### src/rtl/drr_pkg.sv
package drr_pkg;

   typedef enum logic {
      PH_PRE  = 1'b0,
      PH_EVAL = 1'b1
   } drr_phase_e;

   localparam int unsigned DRR_RAILS  = 2;
   localparam int unsigned DRR_TRUE   = 0;
   localparam int unsigned DRR_FALSE  = 1;

endpackage

### src/rtl/drr_phase_gen.sv
module drr_phase_gen
   import drr_pkg::*;
(
   input  logic       clk,
   input  logic       rst,
   output drr_phase_e phase
);

   always_ff @(posedge clk) begin
      if (rst) phase <= PH_PRE;
      else     phase <= (phase == PH_PRE) ? PH_EVAL : PH_PRE;
   end

   AST_PHASE_TOGGLES: assert property (@(posedge clk) disable iff (rst)
      !rst |=> (phase != $past(phase)))
      else $error("phase did not alternate");

endmodule

### src/rtl/drr_pre_gate.sv
module drr_pre_gate
   import drr_pkg::*;
#(
   parameter int unsigned WIDTH = 8
)(
   input  drr_phase_e       phase,
   input  logic [WIDTH-1:0] in_t,
   input  logic [WIDTH-1:0] in_f,
   output logic [WIDTH-1:0] out_t,
   output logic [WIDTH-1:0] out_f
);

   logic [WIDTH-1:0] open_mask;

   always_comb begin
      open_mask = {WIDTH{phase == PH_EVAL}};
      out_t     = in_t & open_mask;
      out_f     = in_f & open_mask;
   end

endmodule

### src/rtl/drr_rail_ms.sv
module drr_rail_ms #(
   parameter int unsigned WIDTH = 8
)(
   input  logic             clk,
   input  logic             rst,
   input  logic [WIDTH-1:0] d,
   output logic [WIDTH-1:0] q
);

   logic [WIDTH-1:0] master_q;
   logic [WIDTH-1:0] slave_q;

   always_ff @(posedge clk) begin
      if (rst) begin
         master_q <= '0;
         slave_q  <= '0;
      end else begin
         master_q <= d;
         slave_q  <= master_q;
      end
   end

   assign q = slave_q;

endmodule

### src/rtl/drr_ms_reg.sv
module drr_ms_reg
   import drr_pkg::*;
#(
   parameter int unsigned WIDTH      = 8,
   parameter bit          GATE_INPUT = 1'b1
)(
   input  logic             clk,
   input  logic             rst,
   input  logic [WIDTH-1:0] din_t,
   input  logic [WIDTH-1:0] din_f,
   output logic [WIDTH-1:0] dout_t,
   output logic [WIDTH-1:0] dout_f,
   output logic             phase_eval
);

   localparam int unsigned RAILS = DRR_RAILS;

   initial begin
      assert (WIDTH >= 1) else $error("WIDTH must be at least 1");
   end

   drr_phase_e       phase;
   logic [WIDTH-1:0] gated_t;
   logic [WIDTH-1:0] gated_f;
   logic [WIDTH-1:0] rail_in  [RAILS];
   logic [WIDTH-1:0] rail_out [RAILS];

   drr_phase_gen u_phase (
      .clk   (clk),
      .rst   (rst),
      .phase (phase)
   );

   generate
      if (GATE_INPUT) begin : g_gate
         drr_pre_gate #(.WIDTH(WIDTH)) u_gate (
            .phase (phase),
            .in_t  (din_t),
            .in_f  (din_f),
            .out_t (gated_t),
            .out_f (gated_f)
         );
      end else begin : g_pass
         assign gated_t = din_t;
         assign gated_f = din_f;
      end
   endgenerate

   assign rail_in[DRR_TRUE]  = gated_t;
   assign rail_in[DRR_FALSE] = gated_f;

   generate
      for (genvar r = 0; r < RAILS; r++) begin : g_rail
         drr_rail_ms #(.WIDTH(WIDTH)) u_rail (
            .clk (clk),
            .rst (rst),
            .d   (rail_in[r]),
            .q   (rail_out[r])
         );
      end
   endgenerate

   assign dout_t     = rail_out[DRR_TRUE];
   assign dout_f     = rail_out[DRR_FALSE];
   assign phase_eval = (phase == PH_EVAL);

   logic code_ok_in;
   logic code_ok_out;
   assign code_ok_in  = ((gated_t ^ gated_f) == {WIDTH{1'b1}}) && ((gated_t & gated_f) == '0);
   assign code_ok_out = ((dout_t ^ dout_f) == {WIDTH{1'b1}}) && ((dout_t & dout_f) == '0);

   AST_RESET_CLEARS: assert property (@(posedge clk)
      rst |=> (dout_t == '0 && dout_f == '0 && !phase_eval))
      else $error("reset did not clear the register");

   AST_ONEHOT_KEPT: assert property (@(posedge clk) disable iff (rst)
      (phase_eval && !$past(rst) && !$past(rst, 2) && $past(code_ok_in, 2)) |-> code_ok_out)
      else $error("valid code lost its one-hot form");

   generate
      if (GATE_INPUT) begin : g_gate_chk
         AST_PRECHARGE_ZERO: assert property (@(posedge clk) disable iff (rst)
            !phase_eval |-> (dout_t == '0 && dout_f == '0))
            else $error("rail high during precharge");

         AST_RISE_ON_EVAL: assert property (@(posedge clk) disable iff (rst)
            (((dout_t & ~$past(dout_t)) | (dout_f & ~$past(dout_f))) != '0) |-> phase_eval)
            else $error("rail rose outside evaluation");
      end
   endgenerate

endmodule

### config.mk
export PLATFORM = sky130hd
export DESIGN_NAME = drr_ms_reg
export DESIGN_NICKNAME = d
export VERILOG_FILES = /design/src/rtl/drr_pkg.sv /design/src/rtl/drr_phase_gen.sv /design/src/rtl/drr_pre_gate.sv /design/src/rtl/drr_rail_ms.sv /design/src/rtl/drr_ms_reg.sv
export SDC_FILE = /design/constraint.sdc
export NUM_CORES = 1
export LEC_CHECK = 0
export BUFFER_PORTS_ARGS = -buffer_cell sky130_fd_sc_hd__buf_4
export CORE_MARGIN = 3
export CORE_UTILIZATION = 48
export CTS_CLUSTER_DIAMETER = 30
export DETAILED_ROUTE_END_ITERATION = 8
export PLACE_DENSITY_LB_ADDON = 0.15
export SYNTH_ARGS = -nofsm -noshare
export SYNTH_HDL_FRONTEND = slang
export SYNTH_HIERARCHICAL = 1
export SYNTH_SLANG_ARGS = --single-unit
### constraint.sdc
create_clock -name clk -period 1 [get_ports clk]
set_input_delay 0.15 -clock clk [delete_from_list [all_inputs] [get_ports clk]]
set_output_delay 0.15 -clock clk [all_outputs]
set_load 0.02 [all_outputs]
# Word level (Yosys, flattened, before mapping)
# Index checks and enable logic that the tools add are counted.
[word_totals]
ff_bits = 33
out_inout_bits = 17
[op_classes]
n_mux = 1
n_bitwise = 2
[op_table]
columns = ["cell", "count"]
rows = [
  ["bitwise AND 8 bit", 2],
  ["2-to-1 mux 1 bit", 1],
]

# Longest topological paths before layout
[depth]
depth_word = 1
ltp_mapped = 3
ltp_nobuf = 2

# By module
# Netlist, hierarchy kept.
[modules_own_cells]
columns = ["mod", "instances", "cells_each", "area_each_um2", "seq_area_each_um2"]
rows = [
  ["drr_rail_ms", 2, 33, 464.2, 320.3],
  ["drr_pre_gate", 1, 17, 126.4, 0.0],
  ["drr_phase_gen", 1, 2, 23.8, 20.0],
]

# Least setup slack after synthesis
# No wires, ideal clock.
[synth_timing]
path_type = "register -> register"
start = "register u_phase.phase"
end = "register g_rail[0].u_rail.master_q[5]"
t_arrival_ps = 888
required_time_ps = 884
path_slack_ps = -4
stages_incl_launch_ff = 4
path_buffers = 1
period_less_slack_ps = 1004
path_cell_list = "dfxtp_1 buf_6 and2_2 and2b_2"
[synth_via]
elab_chain_len = 1
[synth_lines]
columns = ["element", "line_no", "text"]
rows = [
  ["start, declared", "drr_phase_gen.sv:6", "output drr_phase_e phase"],
  ["start signal, assigned", "drr_phase_gen.sv:11", "else phase <= (phase == PH_PRE) ? PH_EVAL : PH_PRE;"],
  ["bitwise AND 8 bit", "drr_pre_gate.sv:17", "out_t = in_t & open_mask;"],
  ["via gated_t[5]", "drr_ms_reg.sv:23", "logic [WIDTH-1:0] gated_t;"],
  ["end signal, assigned", "drr_rail_ms.sv:15", "master_q <= '0;"],
  ["end signal, assigned", "drr_rail_ms.sv:18", "master_q <= d;"],
  ["end, declared", "drr_rail_ms.sv:10", "logic [WIDTH-1:0] master_q;"],
]
# The timed path passes the listed nets, and every way through them passes these cells.
# A chain may end at the register's enable or synchronous reset.

# Final worst setup path
[layout_timing]
start = "register u_phase.phase"
end = "output port phase_eval"
[layout_rtl]
columns = ["element", "line_no", "text"]
rows = [
  ["end, declared", "drr_ms_reg.sv:13", "output logic phase_eval"],
]
# No word-level cell between the ends.

==> out/qor.txt <==
Status: complete, no violations
Initial antenna violation count: 0
Die Area: 0.00285 mm^2
Seq/Total Area, Yosys: 61.3%
All-Layer GR Usage: 13.3%
Remaining routing DRC violations: 0
Pwr Density: 1600 mW/mm^2
Cell with the most instances after synthesis: dfxtp_1
Cell variety after synth: 8
Mapped Area: 0.00108 mm^2
Mapped Avg Cell Area: 12.7 um^2
Drt total wl: 1540 um
Synth cell count leaders: dfxtp_1 (33), nor2b_2 (14), and2_2 (12), and2b_2 (12), nor2b_1 (6)
Area Overhead vs Synth: 31.9%
Ys Warns: 6
PortBufs: 34
Worst hold path type: in2reg
Routed Antenna Nets: 0
Crit-path cells: buf_6
H-tree levels: 2
FP Rows: 16
Worst-path maximum fanout: 3
Worst Hold Depth: 2
Clock root buffer: clkbuf_4
Synth top area cells: dfxtp_1 (61%), nor2b_2 (11%), and2b_2 (9.7%)
Clock-pin transition on the worst setup and hold timing paths: 0.09 ns
Clock sink total: 33
Per-cell routed wire length: 10.0 um
Clock power share: 31.0%
Die Span X: 53.4 um
Min Hold Slack: 0.141 ns
1st-pass router iterations: 1
Worst Tran Pin Value: 0.204 ns
Final setup vio count: 0
Gpl congestion: 0.610
Worst Setup Start Kind: flop
Worst setup path start: u_phase/phase$_SDFF_PP0_
FF-to-FF setup slack: 0.05 ns
Via density: 4.22
Core ar.: 0.00204 mm^2
Critical R2R Launch: u_phase/phase$_SDFF_PP0_
DP Wirelength: 1100 um
Reg2Reg Depth: 3
Part of the power in registers: 59.9%
Share of total power in combinational logic: 9.0%
Slew Viols, Final: 0
Crit-path max cell delay: 0.36 ns
CP Capture Type: primary output
Fraction of layout cells with a size suffix above 1: 65.1%
Number of enable flip-flop cells after synthesis: 0
Pint: 1810 uW
Post-synth top area share: 61.3%
Setup TNS Final: 0 ns
Critical Path RT: 0.85 ns
Mapped Nets: 103
Cell taking the most area after synthesis: dfxtp_1
Peak supply drop: 0.00101 V
Mapped Cells: 85
Number of top-level pins: 35
GRT overflow: 0
Vias in the first global route: 644
Via count: 645
Max Cap Viol: 0
Worst R2R End: g_rail[1].u_rail/master_q[5]$_SDFF_PP0_
Hold_sp: rst
Slowest CP cell: dfxtp_4
Area occupied by registers: 664 um^2
Maximum clock frequency: 1060 MHz
DIE HEIGHT: 53.4 um
ANT cells: 0
Wire length of the first global-routing pass: 2590 um
#FFs+latches synth: 33
Num CTS Buffers: 5
Initial drt markers: 0
Hold worst-path end: u_phase/phase$_SDFF_PP0_
Net switching power: 463 uW
Layout fillers: 185
CP Data Arrival Time: 0.80 ns
Finished Core Util: 69.7%
Initial Util: 52.8%
Switching share of power: 20.4%
Bufs on Longest Clock Path: 2
Buf/Inv on CP: 1
Critical path class: reg2out
Leak: 0.000663 uW
Worst relative slew slack: 86.4%
Top_reg_cell synth: dfxtp_1
Final period util: 94.7%
CTS tree: yes
Clock Latency Late Sink: 0.31 ns
Final Skew: 0.00539 ns
Cell family with most CP delay: flip-flops
Final min period: 0.947 ns
Area occupied by multi-input gates: 384 um^2
Nets@finish: 144
RSZ-0062 raised after global routing: false
Share of flip-flops with an asynchronous set or reset: 0%
Largest net degree at the start of global routing: 22
Final Hold Viols: 0
power by group through the flow:
stage	logic [uW]	registers (uW)	clock network, uW
2_1_floorplan	91.6	1420	0
3_3_place_gp	188	1400	0
3_5_place_dp	192	1400	0
4_1_cts	205	1360	738
5_1_grt	224	1370	799
6_report	205	1360	706
through the flow:
stage | power (uW) | cell area (um^2) | instances | setup slack [ns]
after floorplan | 1510 | 1080 | 85 | 0.0657
after global placement | 1590 | 1350 | 145 | 0.157
after detailed placement | 1590 | 1350 | 145 | 0.135
after CTS | 2310 | 1420 | 153 | 0.0162
after global routing | 2390 | 1420 | 153 | 0.00703
final | 2270 | 1420 | 153 | 0.0526
worst max-delay path by stage:
stage / to / cells after the start
6_report: phase_eval / 1
4_1_cts: g_rail[1].u_rail/master_q[5]$_SDFF_PP0_ / 3
2_1_floorplan: g_rail[0].u_rail/master_q[5]$_SDFF_PP0_ / 3
5_1_grt: phase_eval / 1
3_5_place_dp: g_rail[1].u_rail/master_q[5]$_SDFF_PP0_ / 2
3_3_place_gp: g_rail[1].u_rail/master_q[5]$_SDFF_PP0_ / 2
final cells by class:
class	count	area share, %
multi-input combinational	49	27.0
clock buffer	7	3.87
timing repair buffer	37	20.1
tap	27	2.37
sequential	33	46.7
registers in the layout, summed over array words and instances, names as in the netlist:
register,flops
g_rail.u_rail/q,16
g_rail.u_rail/master_q,16
u_phase/phase,1
cell usage in the layout (no fill, tap or decap), drive strengths merged:
master | Yosys | layout
clkbuf | 0 | 7
dfxtp | 33 | 33
and2 | 16 | 16
buf | 3 | 37
nor2b | 20 | 20
and2b | 12 | 12
nor2 | 1 | 1
cell families (layout without fill, tap and decap cells):
logic type,Yosys count,after routing,share of synthesized area (%)
buf+inv,3,44,3.13
simple gates,49,49,35.6
flops,33,33,61.3
per-layer routing:
layer  GRT usage, %  routed length [um]  vias to the layer above
li1               -                   -                      332
met2           20.4                 768                       24
met1           14.5                 627                      285
met4           8.94                  19                        0
met3           5.92                 120                        4
met5              0                   0                        -
repair_timing:
item                                    in CTS  in global routing
endpoints found under the setup margin       1                  4
cloned                                       0                  0
resized for setup                            1                  2
hold buffers                                 0                  0
pin swaps                                    0                  0
setup buffers                                1                  0
(Power assumes the default switching activity.)
